<file path="config.mk">
export PLATFORM = sky130hd
export DESIGN_NAME = tune_pwm
export DESIGN_NICKNAME = d
export VERILOG_FILES = /design/src/rtl/tpm_pkg.sv /design/src/rtl/tpm_frame_ctr.sv /design/src/rtl/tpm_slot_width.sv /design/src/rtl/tpm_pulse_gen.sv /design/src/rtl/tune_pwm.sv
export SDC_FILE = /design/constraint.sdc
export NUM_CORES = 1
export LEC_CHECK = 0
export ABC_AREA = 1
export BUFFER_PORTS_ARGS = -buffer_cell sky130_fd_sc_hd__buf_2
export CELL_PAD_IN_SITES_DETAIL_PLACEMENT = 0
export CELL_PAD_IN_SITES_GLOBAL_PLACEMENT = 1
export CORE_ASPECT_RATIO = 1.25
export CORE_MARGIN = 1
export CORE_UTILIZATION = 45
export CTS_CLUSTER_SIZE = 40
export DETAILED_ROUTE_END_ITERATION = 12
export PLACE_DENSITY = 0.8
export SLEW_MARGIN = 10
export SYNTH_ARGS = -nofsm -noshare
export SYNTH_HDL_FRONTEND = slang
export SYNTH_SLANG_ARGS = --single-unit
</file>
<file path="constraint.sdc">
create_clock -name clk_i -period 6.4 [get_ports clk_i]
set_input_delay 0.64 -clock clk_i [delete_from_list [all_inputs] [get_ports clk_i]]
set_output_delay 0.64 -clock clk_i [all_outputs]
set_load 0.01 [all_outputs]
</file>
<file path="src/rtl/tpm_pkg.sv">
package tpm_pkg;
  localparam int unsigned CODE_W_DEF = 13;  // tuning resolution
  localparam int unsigned SLOT_W_DEF = 5;   // log2 clocks per slot
endpackage

</file>
<file path="src/rtl/tpm_frame_ctr.sv">
module tpm_frame_ctr #(
  parameter int unsigned CODE_W = tpm_pkg::CODE_W_DEF
) (
  input  logic              clk_i,
  input  logic              rst_ni,
  input  logic              en_i,
  output logic [CODE_W-1:0] cnt_o,
  output logic              last_o
);
  logic [CODE_W-1:0] cnt_q;

  always_ff @(posedge clk_i or negedge rst_ni) begin
    if (!rst_ni)   cnt_q <= '0;
    else if (en_i) cnt_q <= cnt_q + 1'b1;
  end

  assign cnt_o  = cnt_q;
  assign last_o = &cnt_q;


  frame_wrap_chk: assert property (@(posedge clk_i) disable iff (!rst_ni)
    (en_i && last_o) |=> (cnt_o == '0));

  ctr_hold_chk: assert property (@(posedge clk_i) disable iff (!rst_ni)
    !en_i |=> $stable(cnt_o));
endmodule

</file>
<file path="src/rtl/tpm_slot_width.sv">
module tpm_slot_width #(
  parameter int unsigned CODE_W = tpm_pkg::CODE_W_DEF,
  parameter int unsigned SLOT_W = tpm_pkg::SLOT_W_DEF,
  localparam int unsigned NSLOT_W = CODE_W - SLOT_W
) (
  input  logic [CODE_W-1:0]  code_i,
  input  logic [NSLOT_W-1:0] slot_i,
  output logic [SLOT_W:0]    width_o
);
  logic [NSLOT_W-1:0] slot_rev;
  logic [SLOT_W-1:0]  base;
  logic [NSLOT_W-1:0] rem;
  logic               extra;

  for (genvar b = 0; b < NSLOT_W; b++) begin : g_rev
    assign slot_rev[b] = slot_i[NSLOT_W-1-b];
  end

  assign base    = code_i[CODE_W-1:NSLOT_W];
  assign rem     = code_i[NSLOT_W-1:0];
  // bit-reversed slot index spreads the remainder evenly across the frame
  assign extra   = (slot_rev < rem);
  assign width_o = {1'b0, base} + {{SLOT_W{1'b0}}, extra};
endmodule

</file>
<file path="src/rtl/tpm_pulse_gen.sv">
module tpm_pulse_gen #(
  parameter int unsigned SLOT_W = tpm_pkg::SLOT_W_DEF
) (
  input  logic              clk_i,
  input  logic              rst_ni,
  input  logic              en_i,
  input  logic [SLOT_W-1:0] phase_i,
  input  logic [SLOT_W:0]   width_i,
  output logic              drv_n_o
);
  logic drv_n_q;

  always_ff @(posedge clk_i or negedge rst_ni) begin
    if (!rst_ni)   drv_n_q <= 1'b1;
    else if (en_i) drv_n_q <= !({1'b0, phase_i} < width_i);
  end

  assign drv_n_o = drv_n_q;


  out_hold_chk: assert property (@(posedge clk_i) disable iff (!rst_ni)
    !en_i |=> $stable(drv_n_o));
endmodule

</file>
<file path="src/rtl/tune_pwm.sv">
module tune_pwm #(
  parameter int unsigned CODE_W = tpm_pkg::CODE_W_DEF,
  parameter int unsigned SLOT_W = tpm_pkg::SLOT_W_DEF
) (
  input  logic              clk_i,
  input  logic              rst_ni,
  input  logic              en_i,
  input  logic [CODE_W-1:0] code_i,
  output logic              tune_n_o
);
  localparam int unsigned NSLOT_W = CODE_W - SLOT_W;
  localparam int unsigned NSLOT   = 1 << NSLOT_W;

  logic [CODE_W-1:0] cnt;
  logic              last;
  logic [CODE_W-1:0] code_q;
  logic [SLOT_W:0]   width;

  tpm_frame_ctr #(.CODE_W(CODE_W)) u_ctr (
    .clk_i (clk_i),
    .rst_ni(rst_ni),
    .en_i  (en_i),
    .cnt_o (cnt),
    .last_o(last)
  );

  // new code only at the frame boundary
  always_ff @(posedge clk_i or negedge rst_ni) begin
    if (!rst_ni)           code_q <= '0;
    else if (en_i && last) code_q <= code_i;
  end

  tpm_slot_width #(.CODE_W(CODE_W), .SLOT_W(SLOT_W)) u_width (
    .code_i (code_q),
    .slot_i (cnt[CODE_W-1:SLOT_W]),
    .width_o(width)
  );

  tpm_pulse_gen #(.SLOT_W(SLOT_W)) u_pulse (
    .clk_i  (clk_i),
    .rst_ni (rst_ni),
    .en_i   (en_i),
    .phase_i(cnt[SLOT_W-1:0]),
    .width_i(width),
    .drv_n_o(tune_n_o)
  );


  code_hold_chk: assert property (@(posedge clk_i) disable iff (!rst_ni)
    !(en_i && last) |=> $stable(code_q));

  zero_off_chk: assert property (@(posedge clk_i) disable iff (!rst_ni)
    (en_i && code_q == '0) |=> tune_n_o);

  narrow_pulse_chk: assert property (@(posedge clk_i) disable iff (!rst_ni)
    (en_i && code_q < CODE_W'(NSLOT) && cnt[SLOT_W-1:0] != '0) |=> tune_n_o);
endmodule

</file>
==> reports/qor.txt <==
status: completed
routed len/inst: 11.1 um
Synth area leader: dfrtp_1
RSZ-0062 raised after global routing: false
Post-Syn Nets: 211
drt first pass iters: 4
CP dominant cell by count: nand2_1
clock latency at the later pin of the worst-skew pair: 0.27 ns
Hold Buf Count CTS: 0
commonest non-fill, non-tap cell in the layout: nand2_1
minimum clock period: 2.35 ns
Critical Path RT: 6.59 ns
cell count after synthesis: 181
global-route wire length before repair: 4530 um
worst slew pin tran: 0.620 ns
WP buf/inv: 1
Seq/Total Area, Yosys: 42.6%
top cell type's share of synthesized area: 40.9%
final setup TNS: 0 ns
CTS clk-pin slew, worst paths: 0.10 ns
Worst Setup Start Kind: register
Die W: 55.2 um
dpl cells: 231
core area: 0.00328 mm2
Leak: 0.882 nW
final instance area: 0.00173 mm2
reg-to-reg setup timing slack: 4.05 ns
Initial Util: 48.4%
via count: 1114
final setup margin: 4.05 ns
DRT iter0 DRCs: 35
Placer Congestion: 0.893
Setup WS pre-CTS: 4.05 ns
CP Launch Point: u_ctr.cnt_o[7]
GR Util All Layers: 16.7%
Synth Cell Area: 0.00159 mm2
critical path, cell by cell: ha_1 > a21oi_1 > o21ai_0 > a21oi_1 > ha_1 > nand3_1 > xor2_1 > ha_1 > nand2_1 > inv_1 > nand2_1 > nand2_1 > nand2_1 > a21oi_1
R2R Path Start: u_ctr.cnt_o[7]
IO buf count: 16
fin crit share: 36.8%
Fmax achieved: 425 MHz
Gates resized, CTS repair: 0
DRC: 0
Post CTS Setup Buffer Count: 0
Layout Area Growth over Synthesis: 8.90%
# setup viols final: 0
CP Capture Type: register
Non-Filler Instances: 235
CP max FO: 5
num ports: 17
worst clock skew: 0.00738 ns
Hold Fails Final Rpt: 0
CP delay by family, top: adder cells
half-perimeter wire length after placement: 1960 um
slew margin rel.: 58.7%
CTS buffer count: 3
fin nets: 229
clock sink count: 27
Bufs on Longest Clock Path: 2
grt ovf: 0
CTS H-Tree Depth: 1
number of global-route vias before repair: 1081
maximum vdd drop: 0.181 mV
ANT cells: 0
Syn Area/Cell: 8.78 um2
Root Buffer: clkbuf_8
Max-cap violations: 0
total die area: 0.00377 mm2
synth top area cells: dfrtp_1 41%, ha_1 11%, nand2_1 9.7%
Worst EP arrival: 2.55 ns
Vias/cell: 4.74
drt total wl: 2600 um
Yosys reg bits: 27
DRT antenna net count: 0
Hold Path Class: input pin to asynchronous set/reset pin
Setup CP Type: register to register
most frequent cells in the layout: 41 x nand2_1, 34 x inv_1, 26 x dfrtp_1, 16 x buf_2, 14 x ha_1
power density over the cells: 273 mW/mm2
Die H: 68.4 um
Synth warnings: 0
number of library cell types mapped by synthesis: 22
initial antenna violation count: 0
share of layout cells above drive strength 1: 19.7%
largest net degree at the start of global routing: 28
Rows: 23
DP Area: 0.00169 mm2
slowest stage delay, CP: 0.46 ns
CTS tree: built
Slew Limit Fails: 0
CP max-delay cell: dfrtp_1
-- cells in the mapped netlist --
cell and count:
a21o_1 1, a21oi_1 7, buf_4 1, buf_6 2
dfrtp_1 26, dfstp_2 1, ha_1 14, inv_1 34
inv_2 1, nand2_1 41, nand2_2 1, nand3_1 10
nand3_2 1, nor2_1 7, nor3_1 2, nor3_2 2
nor3_4 1, o21ai_0 3, o21ai_2 13, o22ai_1 1
xnor2_1 5, xor2_1 7
-- through the flow --
stage          hold WS, ns  power (mW)  utilization [%]
2_1_floorplan        0.344       0.341                -
3_3_place_gp         0.467       0.374             51.4
3_5_place_dp         0.470       0.380             51.4
4_1_cts              0.393       0.480             52.7
5_1_grt              0.419       0.513             52.7
6_report             0.376       0.472             52.7
-- worst reg2reg max path: stages, from the launching register on --
cell	delay [ns]
dfrtp_1	0.46
ha_1	0.34
a21oi_1	0.15
o21ai_0	0.09
a21oi_1	0.13
ha_1	0.18
nand3_1	0.11
xor2_1	0.17
ha_1	0.29
nand2_1	0.05
inv_1	0.04
nand2_1	0.04
nand2_1	0.05
nand2_1	0.04
a21oi_1	0.14
-- cells by family after synthesis --
logic type,share of synthesized area [%]
AOI/OAI and AO/OA,11.2
and+or+nand+nor,18.4
xor gates and xnor gates,6.61
DFF,42.6
buffers and inverters,10.2
adders and majority gates,11.0
-- power by group --
group          internal [mW]  leakage [nW]  switching [mW]
registers              0.201         0.343          0.0394
clock network         0.0445        0.0228          0.0521
logic                 0.0614         0.516          0.0730
total                  0.307         0.882           0.165
-- state kept, by name, indices dropped and copies added (netlist names) --
name and flops:
u_ctr.cnt_o 13, code_q 13, u_pulse.drv_n_o 1
-- area by class of cell --
type / count / area (um2)
clock buffers: 4 / 45.0
inverters: 35 / 131
repair buffers: 16 / 80.1
multi-input cells: 116 / 751
well taps: 37 / 46.3
flip-flops and latches: 27 / 677
fillers: 305 / 1550
-- layer usage --
layer | track usage [%] | routed length (um) | share of wire, % | vias up
met5 | 0 | 0 | 0 | -
met4 | 6.56 | 24 | 0.92 | 0
met3 | 3.11 | 55 | 2.1 | 2
met2 | 26.5 | 1140 | 44 | 14
met1 | 21.8 | 1380 | 53 | 499
li1 | - | - | - | 599
-- path summary, 6_finish.rpt --
| kind | end | cells past startpoint |
|---|---|---|
| hold / removal | u_ctr.cnt_o[4] | 1 |
| hold reg to reg | code_q[5] | 2 |
| setup / recovery | u_pulse.drv_n_o | 14 |
| min in group clk_i | code_q[5] | 2 |
| setup reg to reg | u_pulse.drv_n_o | 14 |
| max in group asynchronous | code_q[6] | 1 |
Note: power is estimated with default switching activity, not from simulation.
